$ cat config.mk
export PLATFORM = sky130hd
export DESIGN_NAME = li_pair_node
export DESIGN_NICKNAME = d
export VERILOG_FILES = /design/src/rtl/li_pair_node.sv
export SDC_FILE = /design/constraint.sdc
export NUM_CORES = 1
export LEC_CHECK = 0
export BUFFER_PORTS_ARGS = -buffer_cell sky130_fd_sc_hd__clkbuf_2
export CORE_MARGIN = 3
export CORE_UTILIZATION = 36
export DETAILED_ROUTE_END_ITERATION = 6
export PLACE_DENSITY_LB_ADDON = 0.15
export SYNTH_ARGS = -nofsm -noshare
export SYNTH_HDL_FRONTEND = slang
export SYNTH_SLANG_ARGS = --single-unit
export TNS_END_PERCENT = 5
$ cat constraint.sdc
create_clock -name clk -period 2.7 [get_ports clk]
set_input_delay 0.54 -clock clk [delete_from_list [all_inputs] [get_ports clk]]
set_output_delay 0.54 -clock clk [all_outputs]
set_load 0.1 [all_outputs]
$ cat src/rtl/li_pair_node.sv
module li_pair_node #(
  parameter int W  = 8,
  parameter int OP = 0
) (
  input  logic         clk,
  input  logic         rst_n,
  input  logic         a_valid,
  input  logic [W-1:0] a_head,
  output logic         a_pop,
  input  logic         b_valid,
  input  logic [W-1:0] b_head,
  output logic         b_pop,
  input  logic         c_room,
  output logic         c_push,
  output logic [W-1:0] c_data,
  input  logic         d_room,
  output logic         d_push,
  output logic [W-1:0] d_data
);

  function automatic logic [W-1:0] f_op(input logic [W-1:0] x, input logic [W-1:0] y);
    case (OP)
      1:       f_op = x ^ y;
      2:       f_op = x & y;
      3:       f_op = x - y;
      default: f_op = x + y;
    endcase
  endfunction

  logic c_done, d_done;
  logic finish;

  assign c_push = rst_n && !c_done && a_valid && b_valid && c_room;
  assign d_push = rst_n && !d_done && b_valid && d_room;
  assign finish = rst_n && c_done && d_done;
  assign a_pop  = finish;
  assign b_pop  = finish;
  assign c_data = f_op(a_head, b_head);
  assign d_data = b_head;

  always_ff @(posedge clk or negedge rst_n) begin
    if (!rst_n) begin
      c_done <= 1'b0;
      d_done <= 1'b0;
    end else if (finish) begin
      c_done <= 1'b0;
      d_done <= 1'b0;
    end else begin
      if (c_push) c_done <= 1'b1;
      if (d_push) d_done <= 1'b1;
    end
  end


  always_comb begin
    if (!rst_n) quiet_in_reset_chk: assert (!c_push && !d_push && !a_pop && !b_pop);
  end


  c_push_legal_chk: assert property (@(posedge clk) disable iff (!rst_n)
    c_push |-> (a_valid && b_valid && c_room));


  d_push_legal_chk: assert property (@(posedge clk) disable iff (!rst_n)
    d_push |-> (b_valid && d_room));


  c_once_chk: assert property (@(posedge clk) disable iff (!rst_n)
    c_push |=> !c_push);


  d_once_chk: assert property (@(posedge clk) disable iff (!rst_n)
    d_push |=> !d_push);


  pop_nonempty_chk: assert property (@(posedge clk) disable iff (!rst_n)
    a_pop |-> (a_valid && b_valid));


  pop_single_chk: assert property (@(posedge clk) disable iff (!rst_n)
    a_pop |=> !a_pop);


  pop_after_push_chk: assert property (@(posedge clk) disable iff (!rst_n)
    a_pop |-> (!c_push && !d_push));

endmodule

==> results of run 1 <==
==> cell usage after synthesis (all sizes together) <==
cell type and n:
o31a 1, inv 5, o211ai 1, buf 9, nand3 1, dfrtp 2
a21oi 5, o21ai 3, a211oi 2, o21a 1, a41oi 1, nor3 1
and4b 1, ha 7, nor2 6, o21bai 1, or4 1, nand2 2
xor2 1, nor2b 1, and3 1, nand4 1, fa 1, a21o 2
xnor2 3
==> power by group through the flow <==
stage,clock network [mW],registers [mW],logic [mW]
finish,0.0644,0.0555,0.479
global route,0.0698,0.0565,0.499
CTS,0.0674,0.0551,0.476
detailed placement,0,0.0553,0.475
global placement,0,0.0547,0.472
floorplan,0,0.0526,0.355
==> area by class of cell <==
cell class	count	area, µm²
Clock buffer	3	22.5
Fill cell	96	360
Inverter	5	18.8
Multi-Input combinational cell	44	374
Sequential cell	2	50.0
Tap cell	14	17.5
Timing Repair Buffer	45	328
==> critical path, stage by stage <==
cell and delay (ns):
clkbuf_2 0.09, ha_2 0.17, inv_2 0.05, fa_2 0.23, nor2b_4 0.05, o31a_1 0.25
or4_4 0.42, nand3_2 0.11, buf_12 0.17
==> state kept, by name, indices dropped and copies added (netlist names) <==
register  cells
d_done        1
c_done        1
==> cells by family (layout without fill, tap and decap cells) <==
group,Yosys count,in the layout,share of synthesized area
compound gates,17,17,0.233
flops,2,2,0.106
xor+xnor,4,4,0.0741
fa+ha+maj,8,8,0.228
buf+inv,14,53,0.183
simple gates,15,15,0.177
==> timing repair <==
item	in CTS	in global routing
setup endpoints to repair	1	2
resized for setup	1	5
pin swaps	0	1
==> placed cells by master (no fill, tap or decap), drive strengths merged, types with 2 or more instances in the layout <==
| cell type | Yosys | layout |
|---|---|---|
| clkbuf | 0 | 37 |
| buf | 9 | 11 |
| ha | 7 | 7 |
| nor2 | 6 | 6 |
| inv | 5 | 5 |
| a21oi | 5 | 5 |
| o21ai | 3 | 3 |
| xnor2 | 3 | 3 |
| nand2 | 2 | 2 |
| a21o | 2 | 2 |
| dfrtp | 2 | 2 |
| a211oi | 2 | 2 |
==> worst paths after layout <==
check | from | endpoint | slack [ns] | cells past startpoint
worst max-delay path | b_head[0] | c_data[6] | 0.07 | 9
worst min-delay path | rst_n | c_done | 0.12 | 1
worst max register to register | d_done | d_done | 1.87 | 2
worst min register to register | d_done | d_done | 0.50 | 1
max in group asynchronous | rst_n | d_done | 2.45 | 1
min in group clk | d_done | d_done | 0.50 | 1
==> through the flow <==
step                setup WS (ns)  cells  setup TNS, ns  hold WS (ns)  instance area (µm²)
floorplan                  -0.607     60          -1.53         0.244                  492
CTS                       0.00875    113              0         0.117                  795
global route              0.00103    113              0         0.117                  811
finish                     0.0700    113              0         0.124                  811
global placement           0.0381    110              0         0.349                  769
detailed placement        0.00254    110              0         0.350                  769
==> routing by layer <==
metal,track usage,share of wire,vias to the layer above
met3,0.0129,0.091,0
met5,0,0,-
met2,0.213,0.51,21
li1,-,-,287
met4,0.0373,0,0
met1,0.156,0.40,232
==> metrics.csv, run 1 <==
metric,value,unit
Critical Path Source Type,input pin,
Std-Cell Rows,12,
syn_area_per_cell,7.88,µm²
post-synthesis cell area,473,µm²
DRT iter0 DRCs,2,
routed vias,540,
syn nets,90,
Required @ worst endpoint,2.16,ns
Final ANT Viol Nets,0,
Seq pwr share,0.093,
Critical Path End Type,primary output,
static leakage,0.454,nW
1st-pass router iterations,2,
worst-case clock buffer depth,2,
CP Class,in -> out,
drt drc,0,
Power Density,739,nW/µm²
switch share,0.604,
Tmin final,2.63,ns
GRT Total Usage,0.122,
Layout Area Growth over Synthesis,71.4,%
CTS Buf Count,3,
"CTS clk-pin slew, worst paths",0.03,ns
largest cells by area after synthesis,"ha_1 19%, buf_4 14%, dfrtp_1 11%",
worst-skew pair later-pin latency,0.22,ns
switching power,0.362,mW
core footprint,1170,µm²
crit path DAT,2.09,ns
Synth area leader,ha_1,
Tcrit/Tclk final,0.974,
die area,1780,µm²
H-tree levels,1,
fin util,0.692,
Max Cap Violations,0,
"Seq/Total Area, Yosys",0.106,
RSZ-0062 raised after global routing,no,
Worst slew margin,0.638,
Die Y,42.2,µm
Total Wirelength,1170,µm
post-CTS setup buffer count,0,
Synth Instances,60,
clk root buf,clkbuf_4,
share of the synthesized area in the top cell type,0.185,
# hold bufs at CTS,0,
post-synthesis cell type count,25,
Final HPWL DP,1050,µm
largest net degree at the start of global routing,7,
Initial Util,0.404,
Logic pwr share,0.800,
CTS tree,done,
maximum vdd ir drop,0.507,mV
RD Place Congestion,0.740,
vias in the first global route,465,
Int Pwr,0.237,mW
final count of hold timing violations,0,
yosys warns,0,
gr ovfl total,0,
fin nets,131,
clock network power share,0.107,
"Power, Total",0.599,mW
clock skew,0.00113,ns
Max Clk Rate,380,MHz
Slew Limit Fails,0,
Critical Path Fanout Max,2,
vias per cell,4.78,
Worst-Margin Slew,0.546,ns
IO buf count,41,
DIE WIDTH,42.2,µm
status,"complete, no violations",
Setup-failing EPs final,0,
WL/cell,10.3,µm
layout cells sized above 1,0.586,
Hold Crit Class,in -> async,
Yosys reg bits,2,
n_diodes,0,
initial antenna violation count,0,
global-route wire length before repair,1810,µm
CTS sink count,2,
IO Pins,42,
Note: power is estimated with default switching activity, not from simulation.
==> run 2: changes to the inputs <==
clock period = 2.6 ns   (was 2.7 ns; I/O delays follow)
==> run 2 against run 1 <==
Final area rose by 3.2%. Register-to-register slack got worse by 0.08 ns. Via count rose by 5.4%. Non-clock buffer count rose by 1. Sequential share of layout area fell by 0.19 points. Hold slack got worse by 0.022 ns.
==> metrics.csv, run 2 (synthesis gave the netlist of run 1 again) <==
metric,value,unit
status,"complete, no violations",
"commonest non-fill, non-tap cell in the layout",clkbuf_2,
CP Class,in -> out,
vias in the first global route,587,
setup ws final,0.0199,ns
# fillers,97,
"CTS clk-pin slew, worst paths",0.03,ns
clk root buf,clkbuf_4,
Required @ worst endpoint,2.08,ns
GRT Total Usage,0.140,
n_diodes,0,
Reg area,50.0,µm²
Worst-Margin Slew,0.548,ns
Tcrit/Tclk final,0.992,
Layout Area Growth over Synthesis,77.0,%
fin nets,132,
multi-input logic area,380,µm²
Total Wirelength,1200,µm
Critical Path Fanout Max,2,
clock skew,0.000403,ns
vias per cell,4.99,
Tmin final,2.58,ns
Critical Path End Type,primary output,
Hold Crit Class,in -> async,
placed cells,111,
Final HPWL DP,1060,µm
core footprint,1170,µm²
most frequent cells in the layout,"34 x clkbuf_2, 7 x buf_12, 6 x ha_1",
CTS Buf Count,3,
largest net degree at the start of global routing,7,
die area,1780,µm²
Critical Path Source Type,input pin,
DIE WIDTH,42.2,µm
static leakage,0.470,nW
1st-pass router iterations,2,
RSZ-0062 raised after global routing,yes,
routed vias,569,
post-CTS setup buffer count,0,
Slew Limit Fails,0,
# hold bufs at CTS,0,
Max Clk Rate,388,MHz
Setup-failing EPs final,0,
Worst slew margin,0.636,
layout cells sized above 1,0.590,
post-place setup slack,-0.0196,ns
"Power, Total",0.633,mW
CTS tree,done,
IO Pins,42,
Max Cap Violations,0,
biggest registers after layout,"c_done: 1 flops, d_done: 1 flops",
final count of hold timing violations,0,
maximum vdd ir drop,0.520,mV
Worst Hold Slack,0.102,ns
setup TNS,0,ns
initial antenna violation count,0,
gr ovfl total,0,
Die Y,42.2,µm
worst-skew pair later-pin latency,0.22,ns
Std-Cell Rows,12,
"Cell Count, Final, Fillers Out",114,
WL/cell,10.5,µm
IO buf count,41,
crit path DAT,2.06,ns
Final ANT Viol Nets,0,
RD Place Congestion,0.744,
CTS sink count,2,
Initial Util,0.404,
Power Density,757,nW/µm²
worst-case clock buffer depth,2,
H-tree levels,1,
drt drc,0,
DRT iter0 DRCs,1,
global-route wire length before repair,2090,µm
## run 2: worst paths after layout
kind,cells past startpoint,startpoint,to,slack [ns]
worst min register to register,1,d_done,d_done,0.48
worst min-delay path,1,rst_n,d_done,0.10
max in group asynchronous,1,rst_n,c_done,2.37
worst max-delay path,9,b_head[0],c_data[6],0.02
min in group clk,1,d_done,d_done,0.48
worst max register to register,2,d_done,d_done,1.79
## run 2: where the power goes
part | switching, mW | leakage (nW) | internal, mW
Combinational | 0.351 | 0.431 | 0.158
Clock | 0.0167 | 0.0138 | 0.0509
Sequential | 0.0103 | 0.0248 | 0.0460
## run 2: worst max-delay path: stages
cell	delay [ns]
clkbuf_2	0.09
ha_2	0.16
inv_1	0.07
fa_2	0.23
nor2b_4	0.05
o31a_1	0.24
or4_1	0.41
nand3_2	0.11
buf_12	0.17
## run 2: final cells by class
type | instances | area share
repair buffers | 46 | 0.416
clock buffers | 3 | 0.0269
flip-flops and latches | 2 | 0.0598
well taps | 14 | 0.0209
multi-input cells | 44 | 0.454
inverters | 5 | 0.0224
## run 2: repair_timing
| item | 4_1_cts | 5_1_grt |
|---|---|---|
| endpoints found under the hold margin | 0 | 0 |
| resized for setup | 2 | 1 |
| endpoints found under the setup margin | 1 | 2 |
## run 2: per-stage QoR
| stage | instance area (µm²) | util |
|---|---|---|
| 2_1_floorplan | 507 | - |
| 3_3_place_gp | 805 | 0.687 |
| 3_5_place_dp | 805 | 0.687 |
| 4_1_cts | 832 | 0.710 |
| 5_1_grt | 837 | 0.715 |
| 6_report | 837 | 0.715 |
## run 2: metal layers
metal  share of wire  track usage  vias up
met2            0.56        0.298       19
met1            0.38        0.141      258
met3           0.067      0.00429        0
li1                -            -      292
met5               0            0        -
met4               0       0.0373        0
==> run 3: changes to the inputs <==
ABC_AREA = 1   (was not set)
CORE_UTILIZATION = 38   (was 36)
==> run 3 against run 2 <==
Synthesized area is 15% higher. Critical path depth is 3 higher. Highest routed layer unchanged. Sequential power fell by 6.4%. Non-clock buffer count down 5. Fmax up 6.5%. Sequential cell count is the same. Largest power group unchanged.
==> metrics.csv, run 3 <==
metric,value,unit
status,"complete, no violations",
RD Place Congestion,0.719,
switch share,0.614,
Critical Path End Type,primary output,
syn nets,113,
final count of hold timing violations,0,
Logic pwr share,0.815,
Required @ worst endpoint,2.08,ns
routed vias,585,
Setup-failing EPs final,0,
Synth area leader,ha_1,
layout cells sized above 1,0.449,
CTS sink count,2,
global-route wire length before repair,1930,µm
Async SR Flop Fraction,1.00,
gr ovfl total,0,
Area after DPL,822,µm²
Yosys reg bits,2,
Max Clk Rate,413,MHz
Critical Path Fanout Max,2,
biggest registers after layout,"c_done: 1 flops, d_done: 1 flops",
core footprint,1320,µm²
IO Pins,42,
die area,1930,µm²
setup TNS,0,ns
Final HPWL DP,974,µm
"commonest non-fill, non-tap cell in the layout",clkbuf_2,
crit path DAT,1.90,ns
post-CTS setup buffer count,0,
Worst slew margin,0.641,
Final ANT Viol Nets,0,
Initial Util,0.414,
share of the synthesized area in the top cell type,0.161,
DIE WIDTH,43.9,µm
Power Density,752,nW/µm²
post-synthesis cell type count,20,
fin util,0.641,
"CTS clk-pin slew, worst paths",0.03,ns
worst-skew pair later-pin latency,0.22,ns
# hold bufs at CTS,0,
Tcrit/Tclk final,0.932,
Finished Cell Area,845,µm²
Int Pwr,0.245,mW
Seq pwr share,0.083,
ys flop type,dfrtp_1,
DRT iter0 DRCs,5,
Max Cap Violations,0,
CP Class,in -> out,
slowest cell delay on critical path,0.42,ns
Critical Path Source Type,input pin,
maximum vdd ir drop,0.381,mV
clock skew,0.00368,ns
largest cells by area after synthesis,"ha_1 16%, nand2_1 14%, buf_4 12%",
Total Wirelength,1030,µm
IO buf count,41,
Synth Instances,83,
yosys warns,0,
CTS tree,done,
Worst-Margin Slew,0.541,ns
fin nets,150,
Std-Cell Rows,13,
post-synthesis cell area,546,µm²
static leakage,0.529,nW
CP dominant cell by count,nand2_1,
Die Y,43.9,µm
switching power,0.390,mW
Critical Path Slowest Stage Cell,fa_1,
H-tree levels,1,
clock network power share,0.102,
drt drc,0,
cts repair resizes,0,
Slew Limit Fails,0,
1st-pass router iterations,4,
"EDFF count, synth",0,
most numerous cell in the Yosys netlist,nand2_1,
worst-case clock buffer depth,2,
"Buf+Inv Stages, Crit Path",4,
critical-path cell list,clkbuf_2 -> ha_1 -> inv_1 -> fa_1 -> inv_1 -> nand2_1 -> nand2_1 -> nand3_1 -> nand2_1 -> nand2_1 -> nand2_1 -> buf_12,
n_diodes,0,
WL/cell,7.74,µm
GRT Total Usage,0.130,
most frequent cells in the layout,"34 x clkbuf_2, 21 x nand2_1, 16 x inv_1, 7 x ha_1, 7 x buf_12",
Tmin final,2.42,ns
clk root buf,clkbuf_4,
vias in the first global route,537,
syn_area_per_cell,6.57,µm²
vias per cell,4.40,
CTS Buf Count,3,
Layout Area Growth over Synthesis,54.8,%
RSZ-0062 raised after global routing,no,
"top cells by count, synth","21 x nand2_1, 16 x inv_1, 9 x buf_4",
largest net degree at the start of global routing,6,
Hold Crit Class,in -> async,
post-place setup slack,0.170,ns
cell family with most CP delay,adder cells,
setup ws final,0.177,ns
initial antenna violation count,0,
"Seq/Total Area, Yosys",0.0917,
## run 3: final timing paths
path | from | endpoint | slack [ns] | cells after the start
setup / recovery | b_head[0] | c_data[6] | 0.18 | 12
hold / removal | rst_n | c_done | 0.09 | 1
setup reg to reg | c_done | d_done | 1.77 | 3
hold reg to reg | c_done | c_done | 0.55 | 2
max in group asynchronous | rst_n | d_done | 2.39 | 1
min in group clk | c_done | c_done | 0.55 | 2
## run 3: area by class of cell
class	instances	area (µm²)
sequential	2	50.0
timing repair buffer	41	310
inverter	18	67.6
multi-input combinational	54	375
clock buffer	3	22.5
tap	15	18.8
fill	124	473
## run 3: cell families after synthesis
logic type / synth area share
XOR/XNOR: 0.0986
AO/OA/AOI/OAI: 0.0367
flip-flops: 0.0917
adder cells (fa/ha/maj): 0.197
buffers and inverters: 0.248
AND/OR/NAND/NOR: 0.328
## run 3: layer usage
metal,track usage,part of all wire,up-vias
met2,0.203,0.48,30
met5,0,0,-
met3,0.0249,0.13,0
li1,-,-,319
met1,0.164,0.38,236
met4,0.0723,0,0
## run 3: per-stage QoR
step	std cells	hold WS (ns)	power, mW
global placement	130	0.319	0.569
finish	133	0.0938	0.635
CTS	133	0.0875	0.643
detailed placement	130	0.322	0.574
floorplan	83	0.224	0.445
global route	133	0.0863	0.673
## run 3: power groups by stage
stage	clock network, mW	registers, mW	logic (mW)
floorplan	0	0.0519	0.393
global placement	0	0.0522	0.517
detailed placement	0	0.0534	0.521
CTS	0.0682	0.0531	0.522
global route	0.0752	0.0538	0.544
finish	0.0647	0.0528	0.517
